File: src/rtl/ecol_pkg.sv
package ecol_pkg;
  localparam int unsigned NBLK  = 8;
  localparam int unsigned IDX_W = $clog2(NBLK);

  typedef enum logic [1:0] {
    ST_IDLE = 2'd0,
    ST_LOAD = 2'd1,
    ST_HOLD = 2'd2
  } ecol_state_t;

  // Block index taken from the topmost address bits.
  function automatic logic [IDX_W-1:0] blk_index(input logic [16:0] a);
    return a[16 -: IDX_W];
  endfunction

  // One-hot selection for a block index.
  function automatic logic [NBLK-1:0] blk_onehot(input logic [IDX_W-1:0] i);
    return NBLK'(1) << i;
  endfunction
endpackage

File: src/rtl/ecol_win_timer.sv
module ecol_win_timer #(
  parameter int unsigned WINDOW_CYC = 1_500_000
) (
  input  logic clk,
  input  logic rst_n,
  input  logic clr,
  input  logic restart,
  input  logic stop,
  output logic expire
);
  localparam int unsigned CW = $clog2(WINDOW_CYC + 1);

  logic [CW-1:0] cnt;
  logic          run;

  assign expire = run && (cnt == '0);

  always_ff @(posedge clk or negedge rst_n) begin
    if (!rst_n) begin
      run <= 1'b0;
      cnt <= '0;
    end else if (clr) begin
      run <= 1'b0;
      cnt <= '0;
    end else if (restart) begin
      run <= 1'b1;
      cnt <= CW'(WINDOW_CYC);
    end else if (stop || expire) begin
      run <= 1'b0;
    end else if (run) begin
      cnt <= cnt - 1'b1;
    end
  end
endmodule

File: src/rtl/ecol_flag_acc.sv
module ecol_flag_acc
  import ecol_pkg::*;
(
  input  logic             clk,
  input  logic             rst_n,
  input  logic             clr,
  input  logic             load,
  input  logic [IDX_W-1:0] idx,
  output logic [NBLK-1:0]  flags
);
  logic [NBLK-1:0] sel;
  assign sel = blk_onehot(idx);

  for (genvar g = 0; g < NBLK; g++) begin : g_flag
    always_ff @(posedge clk or negedge rst_n) begin
      if (!rst_n)                flags[g] <= 1'b0;
      else if (clr)              flags[g] <= 1'b0;
      else if (load && sel[g])   flags[g] <= 1'b1;
    end
  end
endmodule

File: src/rtl/blk_erase_collector.sv
module blk_erase_collector
  import ecol_pkg::*;
#(
  parameter int unsigned WINDOW_CYC = 1_500_000
) (
  input  logic        clk,
  input  logic        rst_n,
  input  logic        arm,
  input  logic        abort,
  input  logic        we_fall,
  input  logic        we_rise,
  input  logic [16:0] addr,
  input  logic        seq_ack,
  output logic [7:0]  erase_mask,
  output logic        erase_start,
  output logic        loading
);
  ecol_state_t state, state_nx;

  // Named internal events, also used by the checker.
  logic load_evt;
  logic win_expire;
  logic abort_evt;
  logic ack_evt;
  logic hold;
  logic flag_clr;

  assign loading   = (state == ST_LOAD);
  assign hold      = (state == ST_HOLD);
  assign abort_evt = loading && abort;
  assign ack_evt   = hold && seq_ack;
  assign flag_clr  = abort_evt || ack_evt;
  assign load_evt  = we_fall && !win_expire && !abort_evt &&
                     (loading || (state == ST_IDLE && arm));

  ecol_win_timer #(.WINDOW_CYC(WINDOW_CYC)) u_timer (
    .clk     (clk),
    .rst_n   (rst_n),
    .clr     (abort_evt),
    .restart (loading && we_rise && !abort_evt),
    .stop    (load_evt),
    .expire  (win_expire)
  );

  ecol_flag_acc u_flags (
    .clk   (clk),
    .rst_n (rst_n),
    .clr   (flag_clr),
    .load  (load_evt),
    .idx   (blk_index(addr)),
    .flags (erase_mask)
  );

  always_comb begin
    state_nx = state;
    case (state)
      ST_IDLE: if (arm)            state_nx = ST_LOAD;
      ST_LOAD: if (abort_evt)      state_nx = ST_IDLE;
               else if (win_expire) state_nx = ST_HOLD;
      ST_HOLD: if (seq_ack)        state_nx = ST_IDLE;
      default:                     state_nx = ST_IDLE;
    endcase
  end

  always_ff @(posedge clk or negedge rst_n) begin
    if (!rst_n) begin
      state       <= ST_IDLE;
      erase_start <= 1'b0;
    end else begin
      state       <= state_nx;
      erase_start <= loading && win_expire && !abort_evt;
    end
  end
endmodule

File: config.mk
export PLATFORM = sky130hd
export DESIGN_NAME = blk_erase_collector
export DESIGN_NICKNAME = d
export VERILOG_FILES = /design/src/rtl/ecol_pkg.sv /design/src/rtl/ecol_win_timer.sv /design/src/rtl/ecol_flag_acc.sv /design/src/rtl/blk_erase_collector.sv
export SDC_FILE = /design/constraint.sdc
export NUM_CORES = 1
export LEC_CHECK = 0
export ABC_AREA = 1
export ABC_CLOCK_PERIOD_IN_PS = 3800
export BUFFER_PORTS_ARGS = -buffer_cell sky130_fd_sc_hd__buf_2
export CAP_MARGIN = 25
export CORE_MARGIN = 3
export CORE_UTILIZATION = 45
export DETAILED_ROUTE_END_ITERATION = 10
export HOLD_SLACK_MARGIN = 0.06
export PLACE_DENSITY = 0.67
export SLEW_MARGIN = 15
export SYNTH_ARGS = -nofsm -noshare
export SYNTH_HDL_FRONTEND = slang
export SYNTH_SLANG_ARGS = --single-unit
File: constraint.sdc
create_clock -name clk -period 3.8 [get_ports clk]
set_clock_uncertainty 0.05 [all_clocks]
set_input_delay 0.76 -clock clk [delete_from_list [all_inputs] [get_ports clk]]
set_output_delay 0.76 -clock clk [all_outputs]
set_load 0.01 [all_outputs]
==> flow_summary_export.csv <==
group,metric,value,unit
drt,routedWlPerCell,12.0,um
layout,num_antenna_cells,0,
layout,fin_nets,346,
pwr,p_sw,811,uW
yosys,synth_edf_count,0,
grt,grt_max_degree,34,
place,dp.cells,363,
pwr,power_leakage,0.00125,uW
timing,final_max_slew_viol_count,0,
timing,rsz0062_at_grt,"no",
timing,whs,0.444,ns
timing,slew_headroom,0.386,
timing,setup_viol,0,
clock_network,cts_tree,"built",
timing,tns,0,ns
grt,grt_pass1_vias,1725,
yosys,synth.top_cells.by_area,"dfrtp_1 40%, nand2_1 15%, nor2_1 8.9%",
drt,drc,0,
yosys,yosysTopAreaCell,"dfrtp_1",
clock_network,post_cts_resized,0,
worst_setup_path,setup.worst_path.end,"u_timer.cnt[8]",
worst_setup_path,setup.worst_path.end_class,"flip-flop",
pwr,p_clk_frac,0.153,
floorplanning,coreArea,4200,sq um
clock_network,post_cts_buffers,0,
flow_run,max-cap-violations,0,
worst_setup_path,r2r_start,"u_timer.cnt[8]",
worst_setup_path,critical_path.max_stage_delay,0.42,ns
worst_hold_path,hold_path_class,"reg2reg",
worst_setup_path,start_kind,"flip-flop",
pwr,intPower,882,uW
layout,utilization,0.537,
clock_network,cts_made_buffers,5,
yosys,synth_nets,324,
worst_setup_path,required,3.98,ns
pwr,ir_worst_vdd,343,uV
clock_network,cts_root_buf,"clkbuf_8",
layout,stdcell_count,371,
floorplanning,fp-row-count,23,
timing,clock.fmax,442,MHz
worst_setup_path,path_depth,9,
drt,drtAntennaViolNets,0,
yosys,syn_inst,298,
worst_setup_path,crit_start,"u_timer.cnt[8]",
yosys,synth_seq_area_share,0.402,
drt,vias,1902,
yosys,ys.warnings.count,0,
yosys,async_flop_share,1.00,
place,post-place-ws,1.51,ns
clock_network,cts.sinks,33,
drt,avgViaCountPerCell,5.13,
grt,grt_pass1_wl,7710,um
floorplanning,die_h,73.6,um
layout,layout-drive-gt1-share,0.140,
layout,fillers,446,
worst_setup_path,worst_ep_arrival_time,2.44,ns
worst_setup_path,worstSetupPathType,"reg2reg",
worst_setup_path,rr_endpoint,"u_timer.cnt[8]",
drt,wl,4450,um
clock_network,htreeDepth,2,
yosys,synth_common_cells,"83 x nand2_1, 49 x nor2_1, 44 x inv_1",
floorplanning,initial_core_util,0.489,
clock_network,clkTransAtPathRegs,0.07,ns
timing,setup_slack,1.54,ns
worst_setup_path,cp_max_fo,14,
worst_setup_path,crit_chain,"nor2_1, inv_1, nor2_1, nand3_1, nand2_2, nand2_2, inv_2, nand2_1, nand2_1",
pwr,seq_power_share,0.324,
grt,antenna_found_initial,0,
worst_setup_path,worst_r2r_path_depth,9,
timing,worst_pin_slew,0.914,ns
timing,hold_violations,0,
place,port-buffer-count,19,
yosys,synthFlopType,"dfrtp_1",
worst_setup_path,r2r_setup_slack,1.54,ns
floorplanning,ios,34,
outcome,status,"finished clean",
pwr,power_density,750,nW/um^2
timing,period_minus_slack,2.26,ns
layout,area_delta_synth_final,9.80,%
clock_network,clk_latency,0.29,ns
worst_setup_path,crit_path_top_delay_cell,"dfrtp_1",
drt,first_pass_iters,4,
yosys,synth.distinct_cells,23,
timing,post-route-period-util,0.595,
drt,drt_iter0_drc,130,
yosys,avgSynthCellArea,6.90,sq um
yosys,synth_seq_cells,33,
place,gp_congestion,0.880,
yosys,synth_top_area_share,0.402,
worst_setup_path,critPathTopFamily,"simple AND/OR/NAND/NOR gates",
clock_network,hold_buffers,0,
floorplanning,dieArea,5420,sq um
worst_setup_path,critical_path_buf_inv_count,2,
pwr,combPwrFrac,0.522,
place,hpwl,3270,um
grt,grt_util_all_layers,0.184,
yosys,synth_area,2060,sq um
grt,grt_overflow,0,
floorplanning,die_x,73.6,um
yosys,yosysMostFrequentCell,"nand2_1",
clock_network,cts_max_path_buffers,2,
pwr,p_sw_frac,0.479,
-- per-layer routing --
metal / track usage / part of all wire / vias up
li1: - / - / 971
met1: 0.262 / 0.49 / 878
met2: 0.276 / 0.44 / 46
met3: 0.0287 / 0.049 / 7
met4: 0.0765 / 0.016 / 0
met5: 0 / 0 / -
-- layout make-up --
cell class                      count  area [sq um]  area share
Multi-Input combinational cell    213          1010       0.448
Sequential cell                    33           826       0.366
Timing Repair Buffer               19          95.1      0.0421
Tap cell                           50          62.6      0.0277
Clock inverter                      2          10.0     0.00443
Clock buffer                        6          72.6      0.0322
Inverter                           48           180      0.0798
-- logic make-up after synthesis --
group	synth area share
flip-flops	0.402
buffers and inverters	0.107
AO/OA/AOI/OAI	0.0913
AND/OR/NAND/NOR	0.371
adder cells (fa/ha/maj)	0.0122
XOR/XNOR	0.0170
-- state kept, by name, summed over array words and instances, names as in the netlist --
name / flops
erase_start: 1
state: 2
u_flags.flags: 8
u_timer.cnt: 21
u_timer.run: 1
-- per-stage QoR --
step           cell area [sq um]  total power (uW)
2_1_floorplan               2060              1250
3_3_place_gp                2170              1410
6_report                    2260              1690
5_1_grt                     2260              1880
3_5_place_dp                2170              1430
4_1_cts                     2260              1700
-- power by group through the flow --
stage / registers [uW] / logic (uW) / clock network (uW)
final: 549 / 884 / 259
after global routing: 565 / 1030 / 282
after CTS: 548 / 884 / 267
after detailed placement: 553 / 878 / 0
after global placement: 551 / 864 / 0
after floorplan: 539 / 711 / 0
-- layout by cell type, fill, tap and decap left out, types with 2 or more instances in the layout --
| cell | netlist | layout |
|---|---|---|
| inv_1 | 44 | 44 |
| xor2_1 | 4 | 4 |
| nor2_4 | 2 | 2 |
| clkinv_2 | 0 | 2 |
| o21ai_2 | 5 | 5 |
| nor2_1 | 49 | 49 |
| dfrtp_1 | 33 | 33 |
| nand3_1 | 27 | 27 |
| nand2_2 | 5 | 5 |
| inv_2 | 4 | 4 |
| a21oi_1 | 11 | 11 |
| clkbuf_8 | 0 | 5 |
| o31ai_1 | 2 | 2 |
| nand2_1 | 83 | 83 |
| o21ai_0 | 8 | 8 |
| nor3_1 | 4 | 4 |
| nand4_1 | 6 | 6 |
| buf_2 | 1 | 19 |
| ha_1 | 2 | 2 |
-- worst reg2reg max path, delay by kind of cell, from the launching register on --
family	cells	cell delay [ns]
and+or+nand+nor	7	1.38
buffers and inverters	2	0.37
DFF	1	0.42
-- worst min path at each step --
stage,start,endpoint,slack [ns],depth (start not counted)
3_5_place_dp,u_timer.cnt[0],u_timer.cnt[0],0.44,1
2_1_floorplan,rst_n,erase_start,0.41,0
3_3_place_gp,u_timer.cnt[0],u_timer.cnt[0],0.42,1
6_report,u_timer.cnt[0],u_timer.cnt[0],0.44,1
5_1_grt,u_timer.cnt[0],u_timer.cnt[0],0.48,1
4_1_cts,u_timer.cnt[0],u_timer.cnt[0],0.45,1
(Power assumes the default switching activity.)
